<file path="config.mk">
export PLATFORM = sky130hd
export DESIGN_NAME = jdiv_top
export DESIGN_NICKNAME = d
export VERILOG_FILES = /design/src/rtl/jdiv_pkg.sv /design/src/rtl/jdiv_cfg.sv /design/src/rtl/jdiv_feedback.sv /design/src/rtl/jdiv_ring.sv /design/src/rtl/jdiv_top.sv
export SDC_FILE = /design/constraint.sdc
export NUM_CORES = 1
export LEC_CHECK = 0
export CORE_AREA = 2 2 39 41
export CTS_BUF_LIST = sky130_fd_sc_hd__clkbuf_16
export CTS_CLUSTER_SIZE = 8
export DETAILED_ROUTE_END_ITERATION = 10
export DIE_AREA = 0 0 41 43
export GPL_TIMING_DRIVEN = 1
export SYNTH_ARGS = -nofsm -noshare
export SYNTH_HDL_FRONTEND = slang
export SYNTH_SLANG_ARGS = --single-unit
</file>
<file path="constraint.sdc">
create_clock -name clk -period 2.4 [get_ports clk]
set_input_delay 0.72 -clock clk [delete_from_list [all_inputs] [get_ports clk]]
set_output_delay 0.72 -clock clk [all_outputs]
set_load 0.02 [all_outputs]
</file>
<file path="src/rtl/jdiv_pkg.sv">
package jdiv_pkg;
  localparam int unsigned JD_STAGES = 5;
  localparam int unsigned JD_SEL_W  = 4;

  function automatic bit jd_ratio_ok(input int unsigned r, input int unsigned stages);
    return (r >= 2) && (r <= 2 * stages);
  endfunction
endpackage

</file>
<file path="src/rtl/jdiv_cfg.sv">
module jdiv_cfg #(
  parameter int unsigned STAGES = jdiv_pkg::JD_STAGES,
  parameter int unsigned SEL_W  = jdiv_pkg::JD_SEL_W,
  localparam int unsigned IDX_W = (STAGES > 1) ? $clog2(STAGES) : 1
) (
  input  logic             clk,
  input  logic             rst,
  input  logic [SEL_W-1:0] sel,
  output logic [SEL_W-1:0] ratio,
  output logic             legal,
  output logic             odd,
  output logic [IDX_W-1:0] tap_idx
);
  logic [SEL_W-1:0] ratio_q;

  // Select is sampled only while reset is held.
  always_ff @(posedge clk) begin
    if (rst) ratio_q <= sel;
  end

  always_comb begin
    ratio   = ratio_q;
    legal   = jdiv_pkg::jd_ratio_ok(int'(ratio_q), STAGES);
    odd     = ratio_q[0];
    tap_idx = legal ? IDX_W'((ratio_q >> 1) - 1) : '0;
  end

  // captured ratio never moves outside reset
  p_cfg_hold_r7: assert property (@(posedge clk) disable iff (rst)
    !$past(rst) |-> $stable(ratio_q));
endmodule

</file>
<file path="src/rtl/jdiv_feedback.sv">
module jdiv_feedback #(
  parameter int unsigned STAGES = jdiv_pkg::JD_STAGES,
  localparam int unsigned IDX_W = (STAGES > 1) ? $clog2(STAGES) : 1
) (
  input  logic [STAGES-1:0] q,
  input  logic              odd,
  input  logic [IDX_W-1:0]  tap_idx,
  output logic              data_in
);
  logic [STAGES-1:0] pair_term;

  genvar g;
  generate
    for (g = 0; g < STAGES; g++) begin : g_pair
      if (g < STAGES - 1) begin : g_and
        assign pair_term[g] = ~q[g] & ~q[g+1];
      end else begin : g_last
        assign pair_term[g] = ~q[g];
      end
    end
  endgenerate

  always_comb begin
    data_in = 1'b0;
    for (int i = 0; i < STAGES; i++) begin
      if (tap_idx == IDX_W'(i)) data_in = odd ? pair_term[i] : ~q[i];
    end
  end
endmodule

</file>
<file path="src/rtl/jdiv_ring.sv">
module jdiv_ring #(
  parameter int unsigned STAGES = jdiv_pkg::JD_STAGES
) (
  input  logic              clk,
  input  logic              clr,
  input  logic              data_in,
  output logic [STAGES-1:0] q
);
  genvar g;
  generate
    for (g = 0; g < STAGES; g++) begin : g_stage
      always_ff @(posedge clk) begin
        if (clr) q[g] <= 1'b0;
        else if (g == 0) q[g] <= data_in;
        else q[g] <= q[(g == 0) ? 0 : g-1];
      end
    end
  endgenerate

  // a cleared cycle leaves every stage at zero
  p_clear_r1: assert property (@(posedge clk)
    $past(clr) |-> (q == '0));

  // each stage copies its neighbour while counting
  p_shift_r5: assert property (@(posedge clk) disable iff (clr)
    !$past(clr) |-> (q[STAGES-1:1] == $past(q[STAGES-2:0])));
endmodule

</file>
<file path="src/rtl/jdiv_top.sv">
module jdiv_top #(
  parameter int unsigned STAGES = jdiv_pkg::JD_STAGES,
  parameter int unsigned SEL_W  = jdiv_pkg::JD_SEL_W
) (
  input  logic              clk,
  input  logic              rst,
  input  logic [SEL_W-1:0]  ratio_sel,
  output logic              div_out,
  output logic [STAGES-1:0] stage_n
);
  localparam int unsigned IDX_W = (STAGES > 1) ? $clog2(STAGES) : 1;
  localparam int unsigned RUN_W = $clog2(2 * STAGES + 2);

  logic [SEL_W-1:0]  ratio;
  logic              legal, odd, data_in, run_clr;
  logic [IDX_W-1:0]  tap_idx;
  logic [STAGES-1:0] q;

  jdiv_cfg #(.STAGES(STAGES), .SEL_W(SEL_W)) u_cfg (
    .clk(clk), .rst(rst), .sel(ratio_sel),
    .ratio(ratio), .legal(legal), .odd(odd), .tap_idx(tap_idx)
  );

  jdiv_feedback #(.STAGES(STAGES)) u_fb (
    .q(q), .odd(odd), .tap_idx(tap_idx), .data_in(data_in)
  );

  // Illegal captured ratio keeps the ring parked in its cleared state.
  assign run_clr = rst | ~legal;

  jdiv_ring #(.STAGES(STAGES)) u_ring (
    .clk(clk), .clr(run_clr), .data_in(data_in), .q(q)
  );

  assign div_out = q[0];
  assign stage_n = ~q;

  // Run-length watcher supporting the period assertions.
  logic             prev_q, armed;
  logic [RUN_W-1:0] run_cnt, hi_len, lo_len;

  assign hi_len = RUN_W'(ratio >> 1);
  assign lo_len = RUN_W'(ratio) - hi_len;

  always_ff @(posedge clk) begin
    if (run_clr) begin
      prev_q  <= 1'b0;
      armed   <= 1'b0;
      run_cnt <= '0;
    end else begin
      prev_q <= div_out;
      if (div_out != prev_q) begin
        run_cnt <= RUN_W'(1);
        if (div_out) armed <= 1'b1;
      end else begin
        run_cnt <= run_cnt + RUN_W'(1);
      end
    end
  end

  // R4 (with R2/R3): high runs have the fixed length
  p_high_len_r4: assert property (@(posedge clk) disable iff (run_clr)
    (armed && prev_q && !div_out) |-> (run_cnt == hi_len));

  // low runs have the fixed length
  p_low_len_r4: assert property (@(posedge clk) disable iff (run_clr)
    (armed && !prev_q && div_out) |-> (run_cnt == lo_len));

  // an illegal ratio keeps the output low
  p_illegal_hold_r6: assert property (@(posedge clk) disable iff (rst)
    !legal |-> (!div_out && (stage_n == '1)));
endmodule

</file>
==> results of run 1 <==
-- routing by layer --
layer	share of wire (%)	global-route usage (%)	wire length, um	vias up
met3	3.5	4.71	28	2
met1	42	13.2	336	141
met2	52	17.5	420	6
met5	0	0	0	-
met4	2.8	10.0	23	0
li1	-	-	-	155
-- flip-flops by register name, summed over array words and instances (netlist names) --
name         count
u_cfg.ratio      4
u_ring.q         5
-- per-stage QoR --
step | utilization (%) | instance area, um2
floorplan | - | 399
global placement | 38.2 | 529
detailed placement | 38.2 | 529
CTS | 43.9 | 608
global route | 43.9 | 608
finish | 43.9 | 608
-- final timing paths --
check                                end  depth (start not counted)
hold reg to reg   u_ring.q[4]$_SDFF_PP0_                          1
hold / removal    u_ring.q[4]$_SDFF_PP0_                          1
setup reg to reg  u_ring.q[0]$_SDFF_PP0_                          6
setup / recovery  u_ring.q[0]$_SDFF_PP0_                          6
-- power breakdown --
group | total, W | internal, W | switching, W | leakage [nW]
registers | 0.000179 | 0.000171 | 0.00000827 | 0.0797
clock network | 0.000286 | 0.000217 | 0.0000684 | 0.0423
logic | 0.0000543 | 0.0000284 | 0.0000259 | 0.127
total | 0.000519 | 0.000417 | 0.000103 | 0.249
-- cell families after synthesis --
group / Yosys count
AO/OA/AOI/OAI: 7
buffers and inverters: 8
AND/OR/NAND/NOR: 7
XOR/XNOR: 1
flip-flops: 9
multiplexers: 2
adder cells (fa/ha/maj): 2
-- worst register-to-register path, stage by stage, from the launching register on --
cell	delay (ns)
edfxtp_1	0.43
inv_1	0.10
ha_1	0.36
mux2_1	0.23
a211oi_1	0.06
or4_1	0.51
and3_1	0.18
-- synthesized netlist by cell type --
cell type / n
inv_1: 8
dfxtp_1: 5
and2_1: 4
edfxtp_1: 4
a211oi_1: 3
a2111oi_0: 2
ha_1: 2
mux2_1: 2
o21ai_0: 2
and3_1: 1
nand2_1: 1
or4_1: 1
xor2_1: 1
-- cell type report --
class,count,area (um2)
Clock buffer,3,75.1
Inverter,8,30.0
Multi-Input combinational cell,19,149
Fill cell,140,776
Sequential cell,9,220
Tap cell,16,20.0
Timing Repair Buffer,11,110
Clock inverter,1,3.75
==> out/results.tsv, run 1 <==
metric	value	unit
status	complete, no violations	
H-Tree Depth	1	
period utilization	82.8	%
largest family of logic cells by synthesized area	compound AO/OA/AOI/OAI gates	
vias per inst	4.54	
Setup WS post-layout	0.412	ns
row cnt	14	
antenna cells	0	
worst hold slack	0.513	ns
slowest CP cell	or4_1	
CP endpoint kind	flip-flop	
maximum VDD drop	472	uV
Simple-Gate Fraction of Synth Area	10.7	%
DRT iter0 DRCs	1	
final setup fails	0	
starting density of the core	28.8	%
Pwr Total	0.000519	W
Seq/Total Area, Yosys	55.2	%
IO Pins	12	
post-synth cell types	13	
max-cap violation count	0	
Tot GR Track Use	12.1	%
routability cong.	0.689	
cell taking the most area after synthesis	edfxtp_1	
reg2reg setup slack	0.41	ns
dpl ws	0.346	ns
Final TNS setup	0	ns
Synth Area per Inst	11.1	um2
grt ovf	0	
reg2reg start	u_cfg.ratio[1]$_DFFE_PP_	
Core ar.	0.00138	mm2
Die X-Extent	41	um
Crit path max-delay family	simple AND/OR/NAND/NOR gates	
detailed placer's ending HPWL	614	um
Yosys top cell area share	30.1	%
mux contribution to synthesized area	5.64	%
adder-cell area share of the yosys netlist	6.27	%
Setup CP Type	flip-flop to flip-flop	
Worst Hold Class	flip-flop to flip-flop	
DP Cell Count	63	
critical path fanouts, max	5	
most frequent cells in the layout	clkdlybuf4s50_1, inv_1, dfxtp_1	
first-pass iteration count of the detailed router	3	
CTS clock-pin slew for the worst setup and hold paths	0.04	ns
hold_sp	u_ring.q[3]$_SDFF_PP0_	
Setup crit start	u_cfg.ratio[1]$_DFFE_PP_	
Setup crit start kind	flip-flop	
Ys Warns	0	
Syn Nets	44	
WP data required	2.52	ns
crit path time final	1.99	ns
Fin. Hold Viols	0	
die area	0.00176	mm2
Seq cells post-synth	9	
Bufs and invs on worst path	1	
root buf cell	clkbuf_16	
initial antenna violation count	0	
Avg WL per Cell	12.1	um
mapped cell area	399	um2
fraction of layout cells with a size suffix above 1	5.88	%
vias	304	
number of antenna-violating nets in the routed design	0	
most common cell after layout, fill and taps aside	clkdlybuf4s50_1	
Residual DRC	0	
clk_lat worst skew	0.23	ns
Synth Area in Compound Gates	12.5	%
largest net degree at the start of global routing	6	
non-filler instance count after layout	67	
vias in the first global route	315	
port bufs	11	
first-pass GRT wire length	1.32	mm
clk_skew	0.00264	ns
fin. max-slew vios	0	
CTS tree	built	
post_cts resized	0	
postcts setup bufs	0	
Area growth syn-to-layout	52.4	%
Final #Nets	60	
Die Ht	43	um
Mapped Cells	36	
Lkg Pwr	0.249	nW
PwrDens	854	mW/mm2
hold_buf cts	0	
Slew @ Worst Pin	0.533	ns
clk buf depth	2	
fmax	0.503	GHz
RSZ-0062 raised after global routing	no	
TritonCTS buffer count	3	
Synth Area in XOR/XNOR	2.19	%
headroom to the max-slew limit	64.2	%
Num Clock Sinks	9	
max incr delay on CP	0.51	ns
Synth area leaders	edfxtp_1, dfxtp_1, inv_1	
Critical Path, Cell by Cell	inv_1 > ha_1 > mux2_1 > a211oi_1 > or4_1 > and3_1	
WL final	809	um
Critical Path AT	2.11	ns
Note: power is estimated with default switching activity, not from simulation.
==> run 2, diff against run 1 <==
clock period = 1.9 ns   (was 2.4 ns; I/O delays follow)
==> out/results.tsv, run 2 (synthesis gave the netlist of run 1 again) <==
metric	value	unit	change
initial antenna violation count	0		unchanged
row cnt	14		unchanged
crit path time final	1.81	ns	-0.180 ns
Lkg Pwr	0.260	nW	+4.4%
critical path fanouts, max	4		-1
Avg WL per Cell	10.7	um	-12%
DRT iter0 DRCs	0		-1
detailed placer's ending HPWL	578	um	-5.9%
routability cong.	0.729		+5.8%
antenna cells	0		unchanged
vias per inst	4.41		-2.7%
port bufs	11		unchanged
WL final	748	um	-7.5%
die area	0.00176	mm2	unchanged
clk_skew	0.00306	ns	+0.000424 ns
Tot GR Track Use	11.0	%	-1.2 points
hold_buf cts	0		unchanged
Die X-Extent	41	um	unchanged
clk_lat worst skew	0.23	ns	about the same
Setup CP Type	flip-flop to flip-flop		
PwrDens	1060	mW/mm2	+24%
Die Ht	43	um	unchanged
H-Tree Depth	1		unchanged
Fin. Hold Viols	0		unchanged
first-pass iteration count of the detailed router	1		-2
Pwr Total	0.000671	W	+29%
WP data required	2.03	ns	-0.49 ns
Final TNS setup	0	ns	unchanged
final setup fails	0		unchanged
Slew @ Worst Pin	0.361	ns	-0.172 ns
layer with the highest usage	met2		
Worst Hold Class	flip-flop to flip-flop		
slowest CP cell	or4_1		
grt met1 use	14.3	%	+1.1 points
WP depth	6		unchanged
largest net degree at the start of global routing	7		+1
TritonCTS buffer count	3		unchanged
Hold Path Stages	1		unchanged
vias	309		+1.6%
Residual DRC	0		unchanged
CTS tree	built		
period utilization	95.2	%	+12 points
first-pass GRT wire length	1.26	mm	-5.2%
fmax	0.553	GHz	+9.9%
CP endpoint kind	flip-flop		
Final #Nets	63		+5.0%
vias in the first global route	317		+0.63%
fin. max-slew vios	0		unchanged
post_cts resized	0		unchanged
max-cap violation count	0		unchanged
most frequent cells in the layout	clkdlybuf4s50_1, inv_1, dfxtp_1		
clk buf depth	2		unchanged
number of antenna-violating nets in the routed design	0		unchanged
Largest register FFs	5		unchanged
Critical Path AT	1.93	ns	-0.18 ns
grt ovf	0		unchanged
postcts setup bufs	0		unchanged
CTS clock-pin slew for the worst setup and hold paths	0.04	ns	about the same
root buf cell	clkbuf_16		
grt met3 use	4.71	%	unchanged
Num Clock Sinks	9		unchanged
reg2reg setup slack	0.09	ns	-0.32 ns
Core ar.	0.00138	mm2	unchanged
Area growth syn-to-layout	58.3	%	
most common cell after layout, fill and taps aside	clkdlybuf4s50_1		
fraction of layout cells with a size suffix above 1	16.7	%	+11 points
final instance area	632	um2	+3.9%
IO Pins	12		unchanged
area post-placement	552	um2	+4.3%
Setup crit start kind	flip-flop		
max incr delay on CP	0.50	ns	about the same
worst reg2reg path depth	6		unchanged
Crit path max-delay family	simple AND/OR/NAND/NOR gates		
starting density of the core	28.8	%	unchanged
register with the most flip-flops	u_ring.q		
maximum VDD drop	654	uV	+39%
status	complete, no violations		
RSZ-0062 raised after global routing	no		
Critical Path, Cell by Cell	inv_2 > ha_1 > mux2_1 > a211oi_1 > or4_1 > and3_1		
Bufs and invs on worst path	1		unchanged
headroom to the max-slew limit	75.3	%	+11 points
grt met2 use	14.7	%	-2.8 points
run 2: worst paths after layout:
kind,from,endpoint
worst min-delay path,u_ring.q[3]$_SDFF_PP0_,u_ring.q[4]$_SDFF_PP0_
worst max register to register,u_cfg.ratio[1]$_DFFE_PP_,u_ring.q[0]$_SDFF_PP0_
worst max-delay path,u_cfg.ratio[1]$_DFFE_PP_,u_ring.q[0]$_SDFF_PP0_
worst min register to register,u_ring.q[3]$_SDFF_PP0_,u_ring.q[4]$_SDFF_PP0_
run 2: per-layer routing:
layer	vias to the layer above	part of all wire, %
met5	-	0
met4	0	0
met1	142	47
met3	0	2.9
met2	6	50
li1	161	-
run 2: layout make-up:
| type | count | area [um2] |
|---|---|---|
| Clock inverter | 1 | 5.00 |
| Multi-Input combinational cell | 19 | 149 |
| Timing Repair Buffer | 14 | 133 |
| Fill cell | 142 | 752 |
| Sequential cell | 9 | 220 |
| Clock buffer | 3 | 75.1 |
| Tap cell | 16 | 20.0 |
| Inverter | 8 | 30.0 |
run 2: power by group:
group	switching, W	total [W]	internal [W]
logic	0.0000338	0.0000754	0.0000416
clock network	0.0000929	0.000370	0.000277
registers	0.00000992	0.000226	0.000216
total	0.000137	0.000671	0.000535
run 2: worst reg2reg max path, cell delays in order (launching register included):
cell and delay (ns):
edfxtp_1 0.40, inv_2 0.08, ha_1 0.27, mux2_1 0.21
a211oi_1 0.06, or4_1 0.50, and3_1 0.17
run 2: metrics by stage:
step / util (%) / setup WS, ns / instances / hold WS (ns)
after global routing: 45.7 / 0.00776 / 70 / 0.540
after global placement: 39.9 / 0.106 / 66 / 0.502
after floorplan: - / 0.0952 / 36 / 0.464
after detailed placement: 39.9 / 0.0730 / 66 / 0.508
after CTS: 45.7 / 0.0616 / 70 / 0.512
final: 45.7 / 0.0913 / 70 / 0.509
==> run 3, diff against run 2 <==
PLACE_DENSITY = 0.64   (was not set)
==> out/results.tsv, run 3 (synthesis gave the netlist of run 1 again) <==
metric	value	unit	change
Setup WS post-layout	0.119	ns	+0.0281 ns
final core utilization	46.5	%	+0.81 points
combinational power share	12.1	%	+0.9 points
postcts setup bufs	0		unchanged
PwrDens	1040	mW/mm2	-1.7%
IO Pins	12		unchanged
worst reg2reg path depth	6		unchanged
slowest CP cell	clkdlybuf4s50_1		
fin. max-slew vios	0		unchanged
crit path time final	1.78	ns	-0.0281 ns
clk_skew	0.00333	ns	+0.000272 ns
CTS tree	built		
Setup crit start kind	flip-flop		
first-pass GRT wire length	1.32	mm	+4.9%
R2R Path End	u_ring.q[0]$_SDFF_PP0_		
root buf cell	clkbuf_16		
Fin. Hold Viols	0		unchanged
dpl ws	0.0914	ns	+0.0183 ns
Num Clock Sinks	9		unchanged
period utilization	93.7	%	-1.5 points
Residual DRC	0		unchanged
vias per inst	4.74		+7.4%
Worst Hold Class	flip-flop to flip-flop		
port bufs	11		unchanged
final setup fails	0		unchanged
hold_sp	u_ring.q[2]$_SDFF_PP0_		
Min-Delay Endpoint	u_ring.q[3]$_SDFF_PP0_		
non-filler instance count after layout	70		unchanged
critical path fanouts, max	4		unchanged
headroom to the max-slew limit	74.5	%	-0.76 points
Crit path max-delay family	buffers and inverters		
routability cong.	0.784		+7.6%
Final #Nets	63		unchanged
reg2reg start	u_cfg.ratio[2]$_DFFE_PP_		
Die X-Extent	41	um	unchanged
switch share	20.2	%	-0.15 points
max-cap violation count	0		unchanged
die area	0.00176	mm2	unchanged
Die Ht	43	um	unchanged
detailed placer's ending HPWL	538	um	-6.8%
Largest register FFs	5		unchanged
clk_lat worst skew	0.24	ns	about the same
maximum VDD drop	630	uV	-3.7%
max incr delay on CP	0.59	ns	+0.09 ns
Tot GR Track Use	12.0	%	+1.0 points
switching pwr	0.000136	W	-0.75%
Avg WL per Cell	10.7	um	+0.13%
clock power share	54.4	%	-0.8 points
H-Tree Depth	1		unchanged
fraction of layout cells with a size suffix above 1	14.8	%	-1.9 points
Critical Path AT	1.21	ns	-0.72 ns
vias	332		+7.4%
initial antenna violation count	0		unchanged
most common cell after layout, fill and taps aside	clkdlybuf4s50_1		
clk buf depth	2		unchanged
Setup CP Type	flip-flop to output pin		
WP data required	1.33	ns	-0.70 ns
Critical Path, Cell by Cell	inv_1 > clkdlybuf4s50_1		
fmax	0.562	GHz	+1.6%
Bufs and invs on worst path	2		+1
DRT iter0 DRCs	5		+5
Lkg Pwr	0.263	nW	+0.97%
P_int	0.000536	W	+0.20%
antenna cells	0		unchanged
CP endpoint kind	output pin		
number of antenna-violating nets in the routed design	0		unchanged
most frequent cells in the layout	clkdlybuf4s50_1, inv_1, dfxtp_1		
row cnt	14		unchanged
Area growth syn-to-layout	61.1	%	
vias in the first global route	304		-4.1%
RSZ-0062 raised after global routing	no		
starting density of the core	28.8	%	unchanged
Core ar.	0.00138	mm2	unchanged
sequential share of power	33.5	%	about the same
DP Cell Count	66		unchanged
Slew @ Worst Pin	0.373	ns	+0.0111 ns
first-pass iteration count of the detailed router	4		+3
CTS clock-pin slew for the worst setup and hold paths	0.04	ns	about the same
register with the most flip-flops	u_ring.q		
Pwr Total	0.000671	W	about the same
Hold Path Stages	1		unchanged
WL final	749	um	+0.13%
Final TNS setup	0	ns	unchanged
TritonCTS buffer count	3		unchanged
reg2reg setup slack	0.12	ns	+0.03 ns
grt ovf	0		unchanged
largest net degree at the start of global routing	6		-1
status	complete, no violations		
-- run 3: final cells by class --
class,instances,area [um2]
clock buffers,3,75.1
clock inverters,1,3.75
fillers,130,741
inverters,8,30.0
multi-input cells,19,161
flip-flops and latches,9,220
well taps,16,20.0
repair buffers,14,133
-- run 3: timing repair --
item | CTS | global route
hold endpoints to repair | 0 | 0
hold buffers | 0 | 0
resized for setup | 0 | 2
endpoints found under the setup margin | 0 | 1
-- run 3: worst register-to-register path: cells and delay by family, from the launching register on --
kind                     cells  cell delay (ns)
AO/OA/AOI/OAI                1             0.06
adder cells (fa/ha/maj)      1             0.23
buffers and inverters        1             0.14
flip-flops                   1             0.37
multiplexers                 1             0.20
AND/OR/NAND/NOR              2             0.68
-- run 3: how the worst max path moves through the flow --
stage | cells after the start | endpoint | startpoint | slack [ns]
final | 2 | stage_n[1] | u_ring.q[1]$_SDFF_PP0_ | 0.12
after floorplan | 6 | u_ring.q[0]$_SDFF_PP0_ | u_cfg.ratio[1]$_DFFE_PP_ | 0.1
after global placement | 6 | u_ring.q[0]$_SDFF_PP0_ | u_cfg.ratio[1]$_DFFE_PP_ | 0.10
after CTS | 6 | u_ring.q[0]$_SDFF_PP0_ | u_cfg.ratio[1]$_DFFE_PP_ | 0.08
after global routing | 6 | u_ring.q[0]$_SDFF_PP0_ | u_cfg.ratio[2]$_DFFE_PP_ | 0.03
after detailed placement | 6 | u_ring.q[0]$_SDFF_PP0_ | u_cfg.ratio[1]$_DFFE_PP_ | 0.09
-- run 3: power groups by stage --
stage / logic, W / registers [W] / clock network [W]
after global routing: 0.0000903 / 0.000227 / 0.000378
after floorplan: 0.0000342 / 0.000230 / 0
after CTS: 0.0000766 / 0.000225 / 0.000366
final: 0.0000811 / 0.000225 / 0.000365
after global placement: 0.0000747 / 0.000228 / 0
after detailed placement: 0.0000760 / 0.000228 / 0
-- run 3: metrics by stage --
step,hold slack [ns],instance area [um2]
3_5_place_dp,0.501,552
5_1_grt,0.536,643
3_3_place_gp,0.493,552
2_1_floorplan,0.464,399
4_1_cts,0.512,631
6_report,0.506,643
-- run 3: routing by layer --
layer / wire, um / track usage, % / vias to the layer above
li1: - / - / 161
met1: 315 / 15.4 / 156
met2: 366 / 14.1 / 11
met3: 44 / 6.28 / 4
met4: 23 / 10.0 / 0
met5: 0 / 0 / -
